--- config.mk ---
export PLATFORM = sky130hd
export DESIGN_NAME = dtg_halfbridge
export DESIGN_NICKNAME = d
export VERILOG_FILES = /design/src/rtl/dtg_pkg.sv /design/src/rtl/dtg_glitch_filt.sv /design/src/rtl/dtg_gap_ctrl.sv /design/src/rtl/dtg_out_gate.sv /design/src/rtl/dtg_halfbridge.sv
export SDC_FILE = /design/constraint.sdc
export NUM_CORES = 1
export LEC_CHECK = 0
export BUFFER_PORTS_ARGS = -buffer_cell sky130_fd_sc_hd__buf_2
export CORE_ASPECT_RATIO = 0.6
export CORE_UTILIZATION = 40
export DETAILED_ROUTE_END_ITERATION = 7
export SLEW_MARGIN = 5
export SYNTH_ARGS = -nofsm -noshare
export SYNTH_HDL_FRONTEND = slang
export SYNTH_SLANG_ARGS = --single-unit
--- constraint.sdc ---
create_clock -name clk -period 4.6 [get_ports clk]
set_clock_uncertainty 0.05 [all_clocks]
set_input_delay 0.46 -clock clk [delete_from_list [all_inputs] [get_ports clk]]
set_output_delay 0.46 -clock clk [all_outputs]
set_load 0.01 [all_outputs]
--- src/rtl/dtg_pkg.sv ---
package dtg_pkg;

  // Which output the controller is currently driving (before force gating).
  typedef enum logic [1:0] {
    SIDE_NONE = 2'd0,
    SIDE_HI   = 2'd1,
    SIDE_LO   = 2'd2
  } side_e;

endpackage

--- src/rtl/dtg_glitch_filt.sv ---
module dtg_glitch_filt #(
  parameter int MIN_PW = 2
) (
  input  logic clk,
  input  logic rst,
  input  logic pwm_in,
  output logic lvl_q
);

  generate
    if (MIN_PW <= 1) begin : g_direct
      always_ff @(posedge clk) begin
        if (rst) lvl_q <= 1'b0;
        else     lvl_q <= pwm_in;
      end
    end else begin : g_count
      localparam int CW = $clog2(MIN_PW);
      localparam logic [CW-1:0] LAST = CW'(MIN_PW - 1);
      logic [CW-1:0] run_q;

      always_ff @(posedge clk) begin
        if (rst) begin
          lvl_q <= 1'b0;
          run_q <= '0;
        end else if (pwm_in == lvl_q) begin
          run_q <= '0;
        end else if (run_q == LAST) begin
          lvl_q <= pwm_in;
          run_q <= '0;
        end else begin
          run_q <= run_q + 1'b1;
        end
      end
    end
  endgenerate


  filt_accept_chk: assert property (@(posedge clk) disable iff (rst)
    (lvl_q != $past(lvl_q)) |-> ($past(pwm_in) == lvl_q));

endmodule

--- src/rtl/dtg_gap_ctrl.sv ---
module dtg_gap_ctrl
  import dtg_pkg::*;
#(
  parameter int DT_W = 8
) (
  input  logic            clk,
  input  logic            rst,
  input  logic            lvl,
  input  logic            force_hi,
  input  logic            force_lo,
  input  logic [DT_W-1:0] dt_n,
  output logic            hi_q,
  output logic            lo_q
);

  side_e           drv_q;
  logic            tgt_q;
  logic [DT_W-1:0] cnt_q;
  logic            tgt_forced;

  assign tgt_forced = lvl ? force_hi : force_lo;
  assign hi_q = (drv_q == SIDE_HI);
  assign lo_q = (drv_q == SIDE_LO);

  always_ff @(posedge clk) begin
    if (rst) begin
      drv_q <= SIDE_NONE;
      tgt_q <= 1'b0;
      cnt_q <= '0;
    end else begin
      tgt_q <= lvl;
      case (drv_q)
        SIDE_HI: begin
          if (!lvl || force_hi) begin
            drv_q <= SIDE_NONE;
            cnt_q <= '0;
          end
        end
        SIDE_LO: begin
          if (lvl || force_lo) begin
            drv_q <= SIDE_NONE;
            cnt_q <= '0;
          end
        end
        default: begin
          if (tgt_forced || (lvl != tgt_q)) begin
            cnt_q <= '0;
          end else if (cnt_q >= dt_n) begin
            drv_q <= lvl ? SIDE_HI : SIDE_LO;
          end else begin
            cnt_q <= cnt_q + 1'b1;
          end
        end
      endcase
    end
  end


  hi_after_gap_chk: assert property (@(posedge clk) disable iff (rst)
    $rose(hi_q) |-> !$past(lo_q));

  lo_after_gap_chk: assert property (@(posedge clk) disable iff (rst)
    $rose(lo_q) |-> !$past(hi_q));

  hi_level_chk: assert property (@(posedge clk) disable iff (rst)
    $rose(hi_q) |-> $past(lvl));

  lo_level_chk: assert property (@(posedge clk) disable iff (rst)
    $rose(lo_q) |-> !$past(lvl));

  forced_hi_chk: assert property (@(posedge clk) disable iff (rst)
    force_hi |=> !hi_q);

  forced_lo_chk: assert property (@(posedge clk) disable iff (rst)
    force_lo |=> !lo_q);

endmodule

--- src/rtl/dtg_out_gate.sv ---
module dtg_out_gate (
  input  logic clk,
  input  logic rst,
  input  logic hi_q,
  input  logic lo_q,
  input  logic force_hi,
  input  logic force_lo,
  output logic out_hi,
  output logic out_lo
);

  assign out_hi = hi_q & ~force_hi;
  assign out_lo = lo_q & ~force_lo;


  no_overlap_chk: assert property (@(posedge clk) disable iff (rst)
    !(out_hi && out_lo));

endmodule

--- src/rtl/dtg_halfbridge.sv ---
module dtg_halfbridge #(
  parameter int DT_W   = 8,
  parameter int MIN_PW = 2
) (
  input  logic            clk,
  input  logic            rst,
  input  logic            pwm_in,
  input  logic [DT_W-1:0] dt_set,
  input  logic            dt_min,
  input  logic            disable_in,
  input  logic            lock_hi,
  input  logic            lock_lo,
  output logic            drv_hi,
  output logic            drv_lo
);

  logic            lvl;
  logic            hi_q;
  logic            lo_q;
  logic            force_hi;
  logic            force_lo;
  logic [DT_W-1:0] dt_n;

  assign force_hi = disable_in | lock_hi;
  assign force_lo = disable_in | lock_lo;
  assign dt_n     = dt_min ? '0 : dt_set;

  dtg_glitch_filt #(.MIN_PW(MIN_PW)) u_filt (
    .clk    (clk),
    .rst    (rst),
    .pwm_in (pwm_in),
    .lvl_q  (lvl)
  );

  dtg_gap_ctrl #(.DT_W(DT_W)) u_gap (
    .clk      (clk),
    .rst      (rst),
    .lvl      (lvl),
    .force_hi (force_hi),
    .force_lo (force_lo),
    .dt_n     (dt_n),
    .hi_q     (hi_q),
    .lo_q     (lo_q)
  );

  dtg_out_gate u_gate (
    .clk      (clk),
    .rst      (rst),
    .hi_q     (hi_q),
    .lo_q     (lo_q),
    .force_hi (force_hi),
    .force_lo (force_lo),
    .out_hi   (drv_hi),
    .out_lo   (drv_lo)
  );

endmodule

==> key figures <==
Clocking
  – Setup bufs post-CTS: 0
  – CTS tree: done
  – Hold Buf Count CTS: 0
  – H-tree levels: 1
  – CTS root buffer: clkbuf_8
  – Maximum clock insertion buffer count: 2
  – Clk sinks: 13
  – Worst-Skew Late Latency: 0.24 ns
  – Clock buffer count from CTS: 3
  – Clk slew on worst S/H paths: 0.06 ns
  – CTS resizes: 0

Yosys
  – Post-synth ARST share: 0%
  – Count leader, synth: dfxtp_1
  – Syn Area/Cell: 8.28 um2
  – Warnings, synthesis: 0
  – Top FF cell, synth: dfxtp_1
  – Net Count, Synth: 151
  – Top cell type by total area after synthesis: dfxtp_1
  – Post-Syn Area: 1030 um2
  – Cells after Synth: 125
  – Area contributors post-synth: dfxtp_1 (25%), ha_1 (13%), o211ai_1 (5.8%), nand2b_1 (5.4%), nand4_1 (4.8%)
  – Sequential-to-total area share from yosys stat: 25.2%
  – Top cell type's share of synthesized area: 25.2%
  – Commonest cells post-synth: dfxtp_1 (13), ha_1 (11), nand2b_1 (9)
  – Yosys reg bits: 13
  – EDFF count, synth: 0
  – Cell variety after synth: 35

STA
  – Tmin final: 2.42 ns
  – TNS Setup: 0 ns
  – Final hold viol count: 0
  – Setup violators final: 0
  – Fmax: 413 MHz
  – Final Max Slew Viols: 0
  – Slew headroom: 45.6%
  – RSZ-0062 raised after global routing: false
  – Post-Route Hold Slack: 0.393 ns
  – Worst-Margin Slew: 0.812 ns
  – Final Cycle Share: 52.6%

Setup path
  – Worst setup EP type: flip-flop
  – R2R cell count: 7
  – CP startpoint kind: input port
  – CP Class: in -> reg
  – Critical Path AT: 2.54 ns
  – CP Max Fanout: 11
  – Worst Path Required: 4.73 ns

Routing
  – Remaining DRCs: 0
  – Drt pass-1 iters: 4
  – Drt initial violations: 50
  – Vias per inst: 5.67
  – Avg WL per Cell: 13.6 um
  – Antenna Nets Post-Route: 0
  – Final WL: 2330 um
  – Total number of vias: 970

Floorplan
  – Die Span Y: 41.4 um
  – Row count: 13
  – Initial Utilization: 45.1%
  – Die ar.: 2800 um2
  – Die width: 67.7 um
  – Core region area: 2290 um2
  – I/O Pins: 17

Min path
  – WHS Path Cells: 1
  – Hold WC Path Type: reg -> reg

GRT
  – Met1 usage: 27.8%
  – All-Layer GR Usage: 18.8%
  – Overflow after GRT: 0
  – Largest net degree at the start of global routing: 16
  – Vias in the first global route: 794
  – GR peak layer: met1
  – Initial antenna violation count: 0
  – GR Util met2: 25.2%
  – Met3 Track Usage GR: 7.07%
  – First-pass GRT wire length: 3760 um

Finish
  – Antenna cells: 0
  – Share of cells above drive strength 1: 18.4%
  – Area delta synth->final: 13.4%
  – # fillers: 217
  – Final nets: 168

Placement
  – Placer Congestion: 0.723
  – DP Wirelength: 1820 um
  – Port Buffers: 16

Status
  – Outcome: complete, no violations

Power and ir drop
  – Worst vdd ir: 0.000140 V
  – Leakage power: 0.473 nW
  – Power Dens Cells: 229 nW/um2

Flow run
  – Max_cap viols: 0
[cells by family (layout without fill, tap and decap cells)]
| logic type | count (synthesis) | in the layout | synth area share, % |
|---|---|---|---|
| buf+inv | 9 | 25 | 4.11 |
| fa+ha+maj | 11 | 11 | 13.3 |
| flops | 13 | 13 | 25.2 |
| compound gates | 29 | 29 | 18.5 |
| xor+xnor | 1 | 1 | 0.847 |
| simple gates | 59 | 59 | 35.2 |
| mux | 3 | 3 | 2.90 |
[report_power, final]
part | internal, W | switching (W)
clock network | 0.0000612 | 0.0000411
registers | 0.000116 | 0.00000372
logic | 0.0000211 | 0.0000262
total | 0.000198 | 0.0000710
[stage by stage]
stage	util (%)	std cells	power, W	setup slack (ns)	cell area (um2)
global placement	49.2	167	0.000167	1.98	1130
CTS	51.2	171	0.000271	2.19	1170
finish	51.2	171	0.000269	2.18	1170
floorplan	-	125	0.000155	2.36	1030
detailed placement	49.2	167	0.000169	1.94	1130
global route	51.2	171	0.000285	2.03	1170
[cell type report]
type,instances,area [um2],share of cell area [%]
multi-input cells,103,732,62.4
flip-flops and latches,13,260,22.2
repair buffers,16,80.1,6.82
clock buffers,4,45.0,3.84
well taps,30,37.5,3.20
inverters,5,18.8,1.60
[layer usage]
metal  vias up  routed length (um)  share of wire (%)
met2        35                 918                 39
met1       431                1230                 53
met5         -                   0                  0
met3         2                 174                7.5
met4         0                   6               0.26
li1        502                   -                  -
[worst max-delay path, cell delays in order]
cell	delay, ns
buf_2	0.14
nand2b_1	0.15
ha_1	0.29
and3_2	0.21
o21ai_0	0.22
a31oi_1	0.33
or4b_1	0.59
a31oi_1	0.16
[final timing paths]
kind	start	slack, ns	to
worst max register to register	u_gap.cnt_q[0]$_SDFFE_PP0P_	2.20	u_gap.cnt_q[7]$_SDFFE_PP0P_
worst min-delay path	u_filt.g_count.run_q$_SDFF_PP0_	0.39	u_filt.g_count.run_q$_SDFF_PP0_
worst max-delay path	dt_min	2.18	u_gap.cnt_q[7]$_SDFFE_PP0P_
worst min register to register	u_filt.g_count.run_q$_SDFF_PP0_	0.39	u_filt.g_count.run_q$_SDFF_PP0_
[state kept, by name (all words and copies together), names as in the netlist]
name,cells
u_filt.g_count.run_q,1
u_gap.cnt_q,8
u_filt.lvl_q,1
u_gap.drv_q,2
u_gap.tgt_q,1
[layout by cell type, fill, tap and decap left out, types with 6 or more instances in the layout]
cell type / instances
buf_2: 16
dfxtp_1: 13
a21oi_1: 8
ha_1: 11
nor2_1: 6
o211ai_1: 8
nand4_1: 8
nand2_1: 8
nor2b_1: 7
nand2b_1: 9
No activity file was read; power rests on OpenSTA's default activity.
